--- config.mk ---
export PLATFORM = sky130hd
export DESIGN_NAME = disp_word_buf
export DESIGN_NICKNAME = d
export VERILOG_FILES = /design/src/rtl/dwb_pkg.sv /design/src/rtl/dwb_ptrs.sv /design/src/rtl/dwb_status.sv /design/src/rtl/dwb_store.sv /design/src/rtl/dwb_wake.sv /design/src/rtl/disp_word_buf.sv
export SDC_FILE = /design/constraint.sdc
export NUM_CORES = 1
export LEC_CHECK = 0
export ABC_CLOCK_PERIOD_IN_PS = 3700
export CORE_ASPECT_RATIO = 0.7
export CORE_UTILIZATION = 50
export DETAILED_ROUTE_END_ITERATION = 8
export PLACE_DENSITY = 0.69
export SLEW_MARGIN = 20
export SYNTH_ARGS = -nofsm -noshare
export SYNTH_HDL_FRONTEND = slang
export SYNTH_SLANG_ARGS = --single-unit
--- constraint.sdc ---
create_clock -name clk -period 3.7 [get_ports clk]
set_clock_uncertainty 0.1 [all_clocks]
set_input_delay 0.555 -clock clk [delete_from_list [all_inputs] [get_ports clk]]
set_output_delay 0.555 -clock clk [all_outputs]
set_load 0.01 [all_outputs]
--- src/rtl/dwb_pkg.sv ---
package dwb_pkg;
    localparam int PTR_W_DEF  = 4;
    localparam int WORD_W_DEF = 16;
    localparam int STOP_DEF   = 14;

    typedef struct packed {
        logic stop_wake_n;
        logic empty_n;
        logic full;
    } dwb_stat_t;

    typedef struct packed {
        logic st_fire;
        logic ld_fire;
        logic flush;
    } dwb_ctl_t;
endpackage

--- src/rtl/dwb_ptrs.sv ---
module dwb_ptrs
    import dwb_pkg::*;
#(
    parameter int PTR_W = PTR_W_DEF
) (
    input  logic             clk,
    input  logic             rst,
    input  dwb_ctl_t         ctl,
    input  logic             st_req,
    input  dwb_stat_t        stat,
    output logic [PTR_W-1:0] rd_ptr,
    output logic [PTR_W-1:0] wr_ptr,
    output logic             overflow
);
    always_ff @(posedge clk) begin
        if (rst || ctl.flush) begin
            rd_ptr   <= '0;
            wr_ptr   <= '0;
            overflow <= 1'b0;
        end else begin
            if (ctl.st_fire) wr_ptr <= wr_ptr + 1'b1;
            if (ctl.ld_fire) rd_ptr <= rd_ptr + 1'b1;
            if (st_req && stat.full) overflow <= 1'b1;
        end
    end

    AST_FLUSH_ZERO: assert property (@(posedge clk) disable iff (rst)
        ctl.flush |=> (rd_ptr == '0 && wr_ptr == '0 && !overflow));
    AST_FULL_DROP: assert property (@(posedge clk) disable iff (rst)
        (st_req && stat.full && !ctl.flush) |=> ($stable(wr_ptr) && overflow));
    AST_UNDER_HOLD: assert property (@(posedge clk) disable iff (rst)
        (!stat.empty_n && !ctl.st_fire && !ctl.flush) |=> $stable(rd_ptr));
endmodule

--- src/rtl/dwb_status.sv ---
module dwb_status
    import dwb_pkg::*;
#(
    parameter int PTR_W = PTR_W_DEF,
    parameter int STOP  = STOP_DEF
) (
    input  logic [PTR_W-1:0] rd_ptr,
    input  logic [PTR_W-1:0] wr_ptr,
    output dwb_stat_t        stat
);
    localparam int AW    = 2 * PTR_W;
    localparam int DEPTH = 1 << PTR_W;

    logic [AW-1:0]    addr;
    logic [PTR_W-1:0] a_rd, a_wr, fill;

    // address lines are wired with each counter's bit order reversed
    for (genvar i = 0; i < PTR_W; i++) begin : g_rev
        assign addr[i]               = rd_ptr[PTR_W-1-i];
        assign addr[PTR_W+i]         = wr_ptr[PTR_W-1-i];
        assign a_rd[PTR_W-1-i]       = addr[i];
        assign a_wr[PTR_W-1-i]       = addr[PTR_W+i];
    end

    assign fill = a_wr - a_rd;

    always_comb begin
        stat.empty_n     = (a_rd != a_wr);
        stat.stop_wake_n = !(32'(fill) >= STOP);
        stat.full        = (32'(fill) == DEPTH - 1);
    end
endmodule

--- src/rtl/dwb_store.sv ---
module dwb_store
    import dwb_pkg::*;
#(
    parameter int PTR_W  = PTR_W_DEF,
    parameter int WORD_W = WORD_W_DEF
) (
    input  logic              clk,
    input  logic              rst,
    input  dwb_ctl_t          ctl,
    input  logic              ld_req,
    input  logic              empty_n,
    input  logic [PTR_W-1:0]  rd_ptr,
    input  logic [PTR_W-1:0]  wr_ptr,
    input  logic [WORD_W-1:0] st_word,
    input  logic              bg_invert,
    output logic [WORD_W-1:0] pix_word,
    output logic              pix_valid,
    output logic              underrun
);
    localparam int DEPTH = 1 << PTR_W;

    logic [WORD_W-1:0] mem [DEPTH];
    logic [WORD_W-1:0] mask;

    assign mask = {WORD_W{bg_invert}};

    always_ff @(posedge clk) begin
        if (ctl.st_fire) mem[wr_ptr] <= st_word;
    end

    always_ff @(posedge clk) begin
        if (rst) begin
            pix_word  <= '0;
            pix_valid <= 1'b0;
            underrun  <= 1'b0;
        end else begin
            pix_valid <= ld_req && !ctl.flush;
            underrun  <= ld_req && !ctl.flush && !empty_n;
            if (ld_req && !ctl.flush)
                pix_word <= empty_n ? (mem[rd_ptr] ^ mask) : mask;
        end
    end

    AST_UNDER_MASK: assert property (@(posedge clk) disable iff (rst)
        underrun |-> (pix_valid && (pix_word == {WORD_W{$past(bg_invert)}})));
endmodule

--- src/rtl/dwb_wake.sv ---
module dwb_wake
    import dwb_pkg::*;
(
    input  logic      clk,
    input  logic      rst,
    input  logic      hsync,
    input  logic      scan_end,
    input  logic      wt_block,
    input  logic      ht_blocked,
    input  dwb_stat_t stat,
    output logic      flush,
    output logic      wake_req
);
    logic hsync_q, wt_blk;

    assign flush = hsync && !hsync_q;

    always_ff @(posedge clk) begin
        if (rst) begin
            hsync_q  <= 1'b0;
            wt_blk   <= 1'b0;
            wake_req <= 1'b0;
        end else begin
            hsync_q  <= hsync;
            if (flush)         wt_blk <= 1'b0;
            else if (wt_block) wt_blk <= 1'b1;
            wake_req <= !wt_blk && !ht_blocked && stat.stop_wake_n && !scan_end;
        end
    end

    AST_SCANEND_DROP: assert property (@(posedge clk) disable iff (rst)
        scan_end |=> !wake_req);
    AST_STOP_DROP: assert property (@(posedge clk) disable iff (rst)
        !stat.stop_wake_n |=> !wake_req);
    AST_HT_DROP: assert property (@(posedge clk) disable iff (rst)
        ht_blocked |=> !wake_req);
    AST_BLOCK_HOLD: assert property (@(posedge clk) disable iff (rst)
        (wt_block && !flush) |=> ##1 !wake_req);
endmodule

--- src/rtl/disp_word_buf.sv ---
module disp_word_buf
    import dwb_pkg::*;
#(
    parameter int PTR_W  = PTR_W_DEF,
    parameter int WORD_W = WORD_W_DEF,
    parameter int STOP   = STOP_DEF
) (
    input  logic              clk,
    input  logic              rst,
    input  logic              hsync,
    input  logic              scan_end,
    input  logic              st_en,
    input  logic [WORD_W-1:0] st_word,
    input  logic              unload,
    input  logic              bg_invert,
    input  logic              wt_block,
    input  logic              ht_blocked,
    output logic [WORD_W-1:0] pix_word,
    output logic              pix_valid,
    output logic              underrun,
    output logic              empty_n,
    output logic              stop_wake_n,
    output logic              overflow,
    output logic              wake_req
);
    logic [PTR_W-1:0] rd_ptr, wr_ptr;
    dwb_stat_t        stat;
    dwb_ctl_t         ctl;
    logic             flush;

    always_comb begin
        ctl.flush   = flush;
        ctl.st_fire = st_en && !stat.full && !flush;
        ctl.ld_fire = unload && stat.empty_n && !flush;
    end

    dwb_status #(.PTR_W(PTR_W), .STOP(STOP)) u_status (
        .rd_ptr(rd_ptr), .wr_ptr(wr_ptr), .stat(stat)
    );

    dwb_ptrs #(.PTR_W(PTR_W)) u_ptrs (
        .clk(clk), .rst(rst), .ctl(ctl), .st_req(st_en), .stat(stat),
        .rd_ptr(rd_ptr), .wr_ptr(wr_ptr), .overflow(overflow)
    );

    dwb_store #(.PTR_W(PTR_W), .WORD_W(WORD_W)) u_store (
        .clk(clk), .rst(rst), .ctl(ctl), .ld_req(unload), .empty_n(stat.empty_n),
        .rd_ptr(rd_ptr), .wr_ptr(wr_ptr), .st_word(st_word), .bg_invert(bg_invert),
        .pix_word(pix_word), .pix_valid(pix_valid), .underrun(underrun)
    );

    dwb_wake u_wake (
        .clk(clk), .rst(rst), .hsync(hsync), .scan_end(scan_end),
        .wt_block(wt_block), .ht_blocked(ht_blocked), .stat(stat),
        .flush(flush), .wake_req(wake_req)
    );

    assign empty_n     = stat.empty_n;
    assign stop_wake_n = stat.stop_wake_n;

    AST_EMPTY_AFTER_FLUSH: assert property (@(posedge clk) disable iff (rst)
        flush |=> !empty_n);
endmodule

==> out/metrics.yaml, run 1 <==
synthesis:
  ys_dominant_reg_cell: "edfxtp_1"
  synth.cell_area_sq_um: 11400
  ys_types: 40
  synth_edf_count: 256
  yosys_register_bits: 290
  syn_area_per_cell_sq_um: 18.0
  ys.warnings.count: 0
  synth.net_count: 668
  synth.yosys.seq_area_share: 0.734
  synthCells: 634
  synthArstFlopShare: 0
setup_path:
  cp_num_buf_inv: 4
  r2r_start: "u_ptrs.wr_ptr[0]$_SDFFE_PP0P_"
  cp-start-kind: "flip-flop"
  cp.required_ns: 3.04
  cpMaxStageDelayCell: "clkdlybuf4s50_1"
  setup.worst_path.class: "reg2out"
  crit_arrival_ns: 2.74
  max_stage_delay_ns: 0.48
  path_max_fanout: 4
  critPathCaptureType: "primary output"
  crit_family: "buffers and inverters"
  worstPathCellList: "inv_1, ha_1, inv_1, fa_1, xor2_1, nand2_1, nor3_1, inv_1, clkdlybuf4s50_1"
  cpMostUsedCell: "inv_1"
  cp-startpoint: "u_ptrs.wr_ptr[0]$_SDFFE_PP0P_"
finish:
  fin_nets: 744
  area_growth_pct: 16.9
  nFillCells: 1587
  drive_above_1_share: 0.168
  insertedDiodeCount: 0
drt:
  drt_iter0_drc: 662
  via_count: 6217
  vias_per_cell: 6.00
  routed_wl_microns: 27200
  drc: 0
  ant_nets: 0
  wl_per_cell_microns: 26.2
  drt-pass1-iter-count: 4
die:
  initial_core_util: 0.518
  io_pins: 47
  die_h_microns: 128
  core-area_sq_um: 22000
  rows: 45
  dieWidth_microns: 183
  dieArea_sq_um: 23400
flow_run:
  maxCapViolations: 0
power_and_ir_drop:
  combinationalPowerShare: 0.046
  p_switching_uw: 1350
  share_seq_of_total_power: 0.539
  power_density_nw_per_um2: 503
  leakage_uw: 0.00440
  ir_drop_uv: 338
  power_frac_clock: 0.415
  p_int_uw: 5360
  swShare: 0.201
clock_network:
  cts_tree: "built"
  htreeDepth: 1
  cts_made_buffers: 27
  clk_latency_ns: 0.54
  clock_path_buffers: 3
  cts_resized: 0
  root_buffer: "clkbuf_16"
  clock-sinks: 290
  holdBufCountCts: 0
  cts_setup_buffers: 0
  clk_pin_slew_ns: 0.07
timing:
  finalCriticalPeriod_ns: 3.40
  rsz0062_at_grt: "false"
  tns_ns: 0
  setup_viol: 0
  finalHoldViolCount: 0
  tightest_slew_ns: 1.16
  setup_ws_ns: 0.301
  timing.fmax_ghz: 0.294
  drv_slew: 0
  slew_headroom: 0.222
  finalCritPeriodShare: 0.919
grt:
  gr-total-overflow: 0
  grt_max_degree: 32
  grtUsageTotal: 0.239
  use_met3: 0.0498
  gr-usage-met1: 0.355
  grt_pass1_vias: 6001
  antenna_found_initial: 2
  gr-max-usage-layer: "met2"
  grt_pass1_wl_microns: 40000
  grt_util_met2: 0.361
outcome:
  status: "complete, no violations"
min_path:
  worstHoldPathType: "reg2reg"
  min_from: "u_store.pix_word[4]$_SDFFE_PP0P_"
place:
  port_buffers: 46
  post-place-ws_ns: 0.677
  gp_congestion: 0.871
  dpl.hpwl_microns: 17000
==> worst paths after layout <==
| path | to | slack, ns | cells after the start |
|---|---|---|---|
| setup / recovery | stop_wake_n | 0.30 | 9 |
| hold / removal | u_store.pix_word[4]$_SDFFE_PP0P_ | 0.35 | 2 |
| setup reg to reg | u_store.mem[15][3]$_DFFE_PP_ | 0.61 | 10 |
| hold reg to reg | u_store.pix_word[4]$_SDFFE_PP0P_ | 0.35 | 2 |
==> synth_stat cells, types with 2 or more instances <==
cell type,instances,area share
edfxtp_1,256,0.67
mux2i_1,85,0.075
nand2_1,35,0.012
a22oi_1,34,0.022
dfxtp_1,34,0.060
mux4_2,30,0.059
and3_1,17,0.0093
nor2_1,16,0.0053
a32oi_1,15,0.012
mux2_2,15,0.015
clkbuf_1,13,0.0043
buf_2,12,0.0053
inv_1,10,0.0033
ha_1,8,0.0088
nor3_1,7,0.0031
a21oi_1,5,0.0022
nor2b_1,5,0.0027
nand3_1,4,0.0018
buf_4,3,0.0020
buf_6,3,0.0030
xnor2_1,3,0.0023
xor2_1,3,0.0023
and2_1,2,0.0011
buf_1,2,0.00066
nand2b_1,2,0.0011
==> state kept, by name (all words and copies together) (netlist names), named ones only <==
register	count
u_store.underrun	1
u_wake.wake_req	1
u_store.mem	256
u_wake.wt_blk	1
u_store.pix_word	16
u_ptrs.wr_ptr	4
u_store.pix_valid	1
u_wake.hsync_q	1
u_ptrs.rd_ptr	4
u_ptrs.overflow	1
==> routing by layer <==
layer / up-vias / wire length [microns]
met5: - / 0
met4: 0 / 599
met3: 49 / 2190
met2: 258 / 12300
met1: 3233 / 12100
li1: 2677 / -
==> tightest hold or removal path: stages, from the launching register on <==
cell	delay [ns]
dfxtp_1	0.31
nand2_1	0.05
nand2_1	0.04
==> final cells by class <==
| class | instances | area, sq um | share of cell area |
|---|---|---|---|
| clock buffer | 38 | 757 | 0.0568 |
| clock inverter | 12 | 134 | 0.0100 |
| inverter | 10 | 37.5 | 0.00282 |
| multi-input combinational | 300 | 2820 | 0.211 |
| sequential | 290 | 8370 | 0.628 |
| tap | 305 | 382 | 0.0286 |
| timing repair buffer | 81 | 836 | 0.0627 |
==> per-stage QoR <==
| step | hold WS, ns | power, uW | std cells | util | cell area (sq um) |
|---|---|---|---|---|---|
| 2_1_floorplan | 0.330 | 3830 | 634 | - | 11400 |
| 3_3_place_gp | 0.329 | 3990 | 986 | 0.565 | 12400 |
| 3_5_place_dp | 0.342 | 3990 | 986 | 0.565 | 12400 |
| 4_1_cts | 0.354 | 6750 | 1036 | 0.606 | 13300 |
| 5_1_grt | 0.374 | 6910 | 1036 | 0.606 | 13300 |
| 6_report | 0.349 | 6710 | 1036 | 0.606 | 13300 |
==> power groups by stage <==
stage               Clock (uW)  Combinational, uW  Sequential (uW)
floorplan                    0                143             3680
global placement             0                298             3690
CTS                       2830                306             3620
global route              2960                326             3620
detailed placement           0                305             3690
finish                    2780                306             3620
==> cell families (layout without fill, tap and decap cells) <==
group	count (synthesis)	count (layout)	share of synthesized area
compound gates	61	61	0.0410
buf+inv	44	141	0.0202
fa+ha+maj	9	9	0.0105
simple gates	93	93	0.0402
mux	131	131	0.150
xor+xnor	6	6	0.00461
flops	290	290	0.734
==> layout by cell type (no fill, tap or decap), types with 7 or more instances in the layout <==
cell,instances
edfxtp_1,256
mux2i_1,85
clkdlybuf4s50_1,46
nand2_1,35
a22oi_1,34
dfxtp_1,33
mux4_2,30
clkbuf_16,27
buf_4,26
and3_1,17
nor2_1,16
mux2_2,15
a32oi_1,15
inv_1,10
buf_12,9
ha_1,8
clkbuf_1,7
No activity file was read; power rests on OpenSTA's default activity.
==> inputs of run 2 (changes only) <==
--- a/config.mk
+++ b/config.mk
@@ -7,9 +7,9 @@
 export LEC_CHECK = 0
 export ABC_CLOCK_PERIOD_IN_PS = 3700
 export CORE_ASPECT_RATIO = 0.7
-export CORE_UTILIZATION = 50
+export CORE_UTILIZATION = 35
 export DETAILED_ROUTE_END_ITERATION = 8
-export PLACE_DENSITY = 0.69
+export PLACE_DENSITY = 0.52
 export SLEW_MARGIN = 20
 export SYNTH_ARGS = -nofsm -noshare
 export SYNTH_HDL_FRONTEND = slang
==> run 2 against run 1 <==
  * Die area grew 42%
  * Clock power barely moved
  * Wire length shrank 8.4%
  * Final cell count rose by 10%
  * Largest cell class unchanged
==> out/metrics.yaml, run 2 (synthesis results as in run 1) <==
timing:
  finalHoldViolCount: 0
  timing.fmax_ghz: 0.299
  tns_ns: 0
  finalCriticalPeriod_ns: 3.34
  setup_viol: 0
  tightest_slew_ns: 0.841
  finalCritPeriodShare: 0.903
  rsz0062_at_grt: "false"
  slew_headroom: 0.440
  drv_slew: 0
  whs_ns: 0.337
setup_path:
  critPathCaptureType: "primary output"
  cp-startpoint: "u_ptrs.wr_ptr[0]$_SDFFE_PP0P_"
  path_max_fanout: 4
  cp-start-kind: "flip-flop"
  crit_arrival_ns: 2.69
  reg2reg_to: "u_store.mem[15][6]$_DFFE_PP_"
  cpMaxStageDelayCell: "clkdlybuf4s50_1"
  rrSetupSlack_ns: 0.75
  worstPathCellList: "inv_1, ha_1, inv_1, fa_1, xor2_1, nand2_1, nor3_1, inv_1, clkdlybuf4s50_1"
  cp.required_ns: 3.04
  r2r_start: "u_ptrs.wr_ptr[0]$_SDFFE_PP0P_"
  setup.worst_path.class: "reg2out"
  worstRegToRegCells: 10
  max_stage_delay_ns: 0.48
  crit_end: "stop_wake_n"
  cpMostUsedCell: "inv_1"
clock_network:
  cts_made_buffers: 28
  clock-sinks: 290
  htreeDepth: 1
  cts_resized: 0
  holdBufCountCts: 0
  cts_tree: "built"
  root_buffer: "clkbuf_16"
  clock_path_buffers: 3
  cts_setup_buffers: 0
  clk_pin_slew_ns: 0.06
  clk_latency_ns: 0.55
outcome:
  status: "complete, no violations"
grt:
  grtUsageTotal: 0.153
  antenna_found_initial: 1
  grt_pass1_vias: 5955
  grt_max_degree: 67
  gr-total-overflow: 0
  grt_pass1_wl_microns: 37600
drt:
  drt-pass1-iter-count: 5
  routed_wl_microns: 24900
  drt_iter0_drc: 425
  via_count: 5795
  vias_per_cell: 5.07
  drc: 0
  wl_per_cell_microns: 21.8
  ant_nets: 0
min_path:
  worstHoldPathType: "reg2reg"
power_and_ir_drop:
  ir_drop_uv: 275
  combinationalPowerShare: 0.045
  p_switching_uw: 1350
  share_seq_of_total_power: 0.541
  p_int_uw: 5330
  leakage_uw: 0.00433
  swShare: 0.202
  power_frac_clock: 0.414
  power_density_nw_per_um2: 501
finish:
  fin_nets: 736
  top_regs: "u_store.mem (256), u_store.pix_word (16)"
  area_growth_pct: 16.9
  largest-register: "u_store.mem"
  layout_commonest_cell: "edfxtp_1"
  mostFrequentLayoutCells: "edfxtp_1, mux2i_1, clkdlybuf4s50_1"
  final_cell_area_sq_um: 13300
  drive_above_1_share: 0.158
  largest_reg_flops: 256
die:
  dieWidth_microns: 218
  dieArea_sq_um: 33300
  initial_core_util: 0.361
  die_h_microns: 153
  io_pins: 47
  rows: 54
  core-area_sq_um: 31600
place:
  port_buffers: 46
  dpl_cell_area_sq_um: 12400
  dpl.hpwl_microns: 15300
  gp_congestion: 0.819
flow_run:
  maxCapViolations: 0
## run 2: cell count changes in the layout (fill, tap and decap cells not counted), sizes merged
cell,change
buf,-10
bufinv,-2
clkinv,-2
clkinvlp,+1
diode,+2
inv,-1
clkbuf,+5
## run 2: stage by stage
| step | total power (uW) | cells | util | setup WS [ns] |
|---|---|---|---|---|
| after floorplan | 3830 | 634 | - | 0.456 |
| after global placement | 3980 | 1091 | 0.392 | 0.873 |
| after detailed placement | 3990 | 1091 | 0.392 | 0.807 |
| after CTS | 6760 | 1141 | 0.421 | 0.309 |
| after global routing | 6910 | 1142 | 0.421 | 0.109 |
| final | 6680 | 1144 | 0.421 | 0.358 |
## run 2: worst min path at each step
| stage | endpoint | cells past startpoint | from | slack [ns] |
|---|---|---|---|---|
| after floorplan | u_wake.wt_blk$_SDFFE_PP0P_ | 2 | u_wake.wt_blk$_SDFFE_PP0P_ | 0.33 |
| after global placement | u_store.pix_word[13]$_SDFFE_PP0P_ | 2 | u_store.pix_word[13]$_SDFFE_PP0P_ | 0.33 |
| final | u_store.pix_word[13]$_SDFFE_PP0P_ | 2 | u_store.pix_word[13]$_SDFFE_PP0P_ | 0.34 |
| after CTS | u_store.pix_word[9]$_SDFFE_PP0P_ | 2 | u_store.pix_word[9]$_SDFFE_PP0P_ | 0.34 |
| after global routing | u_store.pix_word[2]$_SDFFE_PP0P_ | 2 | u_store.pix_word[2]$_SDFFE_PP0P_ | 0.37 |
| after detailed placement | u_store.pix_word[13]$_SDFFE_PP0P_ | 2 | u_store.pix_word[13]$_SDFFE_PP0P_ | 0.33 |
## run 2: power groups by stage
stage          Clock [uW]  Combinational (uW)  Sequential [uW]
2_1_floorplan           0                 143             3680
5_1_grt              2960                 328             3620
3_5_place_dp            0                 303             3690
4_1_cts              2840                 305             3620
6_report             2760                 302             3620
3_3_place_gp            0                 298             3680
## run 2: cell type report
class                      instances  area (sq um)
fill                            2796         18300
tap                              420           526
multi-input combinational        300          2820
timing repair buffer              72           674
antenna                            2          5.00
clock inverter                     8          70.1
sequential                       290          8370
inverter                          10          37.5
clock buffer                      42           827
## run 2: layer usage
| metal | track usage | routed length [microns] | share of wire |
|---|---|---|---|
| met4 | 0.0316 | 337 | 0.014 |
| met2 | 0.224 | 10700 | 0.43 |
| met5 | 0 | 0 | 0 |
| met1 | 0.232 | 12500 | 0.50 |
| met3 | 0.0348 | 1430 | 0.057 |
## run 2: critical path, delay by kind of cell, from the launching register on
kind | cells | cell delay [ns]
buf+inv | 4 | 0.74
fa+ha+maj | 2 | 0.56
simple gates | 2 | 0.36
flops | 1 | 0.35
xor+xnor | 1 | 0.14
==> inputs of run 3 (changes only) <==
--- a/config.mk
+++ b/config.mk
@@ -7,9 +7,10 @@
 export LEC_CHECK = 0
 export ABC_CLOCK_PERIOD_IN_PS = 3700
 export CORE_ASPECT_RATIO = 0.7
+export CORE_MARGIN = 3
 export CORE_UTILIZATION = 35
 export DETAILED_ROUTE_END_ITERATION = 8
-export PLACE_DENSITY = 0.52
+export PLACE_DENSITY = 0.62
 export SLEW_MARGIN = 20
 export SYNTH_ARGS = -nofsm -noshare
 export SYNTH_HDL_FRONTEND = slang
==> run 3 against run 2 <==
  * Total power is 0.45% lower
  * Wire length increased by 0.32%
  * First-iteration DRC count rose by 28%
  * Hold slack worse by 0.0032 ns
  * Largest power group unchanged
  * Clock power hardly changed
==> out/metrics.yaml, run 3 (synthesis results as in run 1) <==
outcome:
  status: "complete, no violations"
place:
  dpl.hpwl_microns: 15700
  port_buffers: 46
  dpl.cell_count: 1097
  gp_congestion: 0.760
drt:
  via_count: 5884
  vias_per_cell: 5.13
  drt_iter0_drc: 546
  drt-pass1-iter-count: 5
  wl_per_cell_microns: 21.8
  ant_nets: 0
  drc: 0
  routed_wl_microns: 25000
setup_path:
  cpMostUsedCell: "inv_1"
  path_max_fanout: 4
  crit_arrival_ns: 2.70
  setup.worst_path.class: "reg2out"
  worstPathCellList: "inv_1, ha_1, inv_1, fa_1, xor2_1, nand2_1, nor3_1, inv_1, clkdlybuf4s50_1"
  r2r_start: "u_ptrs.wr_ptr[0]$_SDFFE_PP0P_"
  cp-start-kind: "flip-flop"
  worstRegToRegCells: 9
  cp.required_ns: 3.04
  max_stage_delay_ns: 0.48
  cpMaxStageDelayCell: "clkdlybuf4s50_1"
  critPathCaptureType: "primary output"
  reg2reg_to: "u_store.mem[10][8]$_DFFE_PP_"
  rrSetupSlack_ns: 0.57
die:
  dieWidth_microns: 222
  core-area_sq_um: 31600
  initial_core_util: 0.361
  dieArea_sq_um: 34800
  rows: 54
  io_pins: 47
  die_h_microns: 157
timing:
  finalCritPeriodShare: 0.907
  rsz0062_at_grt: "false"
  setup_viol: 0
  tightest_slew_ns: 0.730
  finalHoldViolCount: 0
  whs_ns: 0.334
  timing.fmax_ghz: 0.298
  slew_headroom: 0.513
  finalCriticalPeriod_ns: 3.36
  drv_slew: 0
  tns_ns: 0
power_and_ir_drop:
  power_frac_clock: 0.412
  share_seq_of_total_power: 0.543
  leakage_uw: 0.00437
  ir_drop_uv: 283
  p_int_uw: 5300
  swShare: 0.204
  p_switching_uw: 1360
  combinationalPowerShare: 0.045
  power_density_nw_per_um2: 496
finish:
  seq_area_sq_um: 8370
  layout_commonest_cell: "edfxtp_1"
  insertedDiodeCount: 0
  drive_above_1_share: 0.174
  mostFrequentLayoutCells: "edfxtp_1, mux2i_1, clkdlybuf4s50_1"
  postLayoutCoreUtil: 0.424
  largest_reg_flops: 256
  top_regs: "u_store.mem (256), u_store.pix_word (16)"
  largest-register: "u_store.mem"
  fin_nets: 740
  multi_input_area_sq_um: 2820
  nFillCells: 2772
  area_growth_pct: 17.6
  instances_no_fill: 1146
grt:
  gr-total-overflow: 0
  grt_pass1_vias: 5905
  grtUsageTotal: 0.143
  grt_pass1_wl_microns: 37600
  antenna_found_initial: 0
  grt_max_degree: 56
min_path:
  worstHoldPathCells: 2
  worstHoldPathType: "reg2reg"
  min_to: "u_store.pix_word[1]$_SDFFE_PP0P_"
  min_from: "u_store.pix_word[1]$_SDFFE_PP0P_"
clock_network:
  htreeDepth: 1
  cts_made_buffers: 26
  cts_setup_buffers: 0
  cts_tree: "built"
  clock_path_buffers: 3
  clk_pin_slew_ns: 0.07
  cts_resized: 0
  clock-sinks: 290
  holdBufCountCts: 0
  root_buffer: "clkbuf_16"
  clk_latency_ns: 0.53
flow_run:
  maxCapViolations: 0
## run 3: worst max-delay path by stage
| stage | start | endpoint |
|---|---|---|
| CTS | u_ptrs.wr_ptr[0]$_SDFFE_PP0P_ | stop_wake_n |
| floorplan | u_ptrs.wr_ptr[0]$_SDFFE_PP0P_ | u_store.mem[15][0]$_DFFE_PP_ |
| global placement | u_ptrs.wr_ptr[0]$_SDFFE_PP0P_ | u_store.mem[8][8]$_DFFE_PP_ |
| finish | u_ptrs.wr_ptr[0]$_SDFFE_PP0P_ | stop_wake_n |
| global route | u_ptrs.wr_ptr[0]$_SDFFE_PP0P_ | stop_wake_n |
| detailed placement | u_ptrs.wr_ptr[0]$_SDFFE_PP0P_ | u_store.mem[8][8]$_DFFE_PP_ |
## run 3: area by class of cell
cell class | instances | area share
inverters | 10 | 0.00280
multi-input cells | 300 | 0.210
repair buffers | 78 | 0.0581
clock inverters | 15 | 0.00998
flip-flops and latches | 290 | 0.624
well taps | 420 | 0.0392
clock buffers | 33 | 0.0558
## run 3: per-stage QoR
step	cell area, sq um	total power [uW]	worst slack [ns]
finish	13400	6650	0.345
global route	13400	6880	0.174
CTS	13400	6730	0.320
detailed placement	12500	3980	0.599
global placement	12500	3980	0.669
floorplan	11400	3830	0.456
## run 3: power groups by stage
stage / Combinational [uW] / Sequential, uW / Clock, uW
after floorplan: 143 / 3680 / 0
after global placement: 301 / 3680 / 0
after detailed placement: 303 / 3680 / 0
after CTS: 305 / 3610 / 2810
after global routing: 329 / 3610 / 2940
final: 302 / 3610 / 2740
## run 3: critical path, delay by kind of cell, from the launching register on
family	cells	cell delay, ns
xor gates and xnor gates	1	0.14
adders and majority gates	2	0.55
buffers and inverters	4	0.75
DFF	1	0.34
and+or+nand+nor	2	0.39
## run 3: routing by layer
metal,share of wire,track usage,up-vias
li1,-,-,2665
met1,0.49,0.217,3026
met2,0.44,0.218,164
met3,0.058,0.0267,29
met4,0.018,0.0298,0
met5,0,0,-
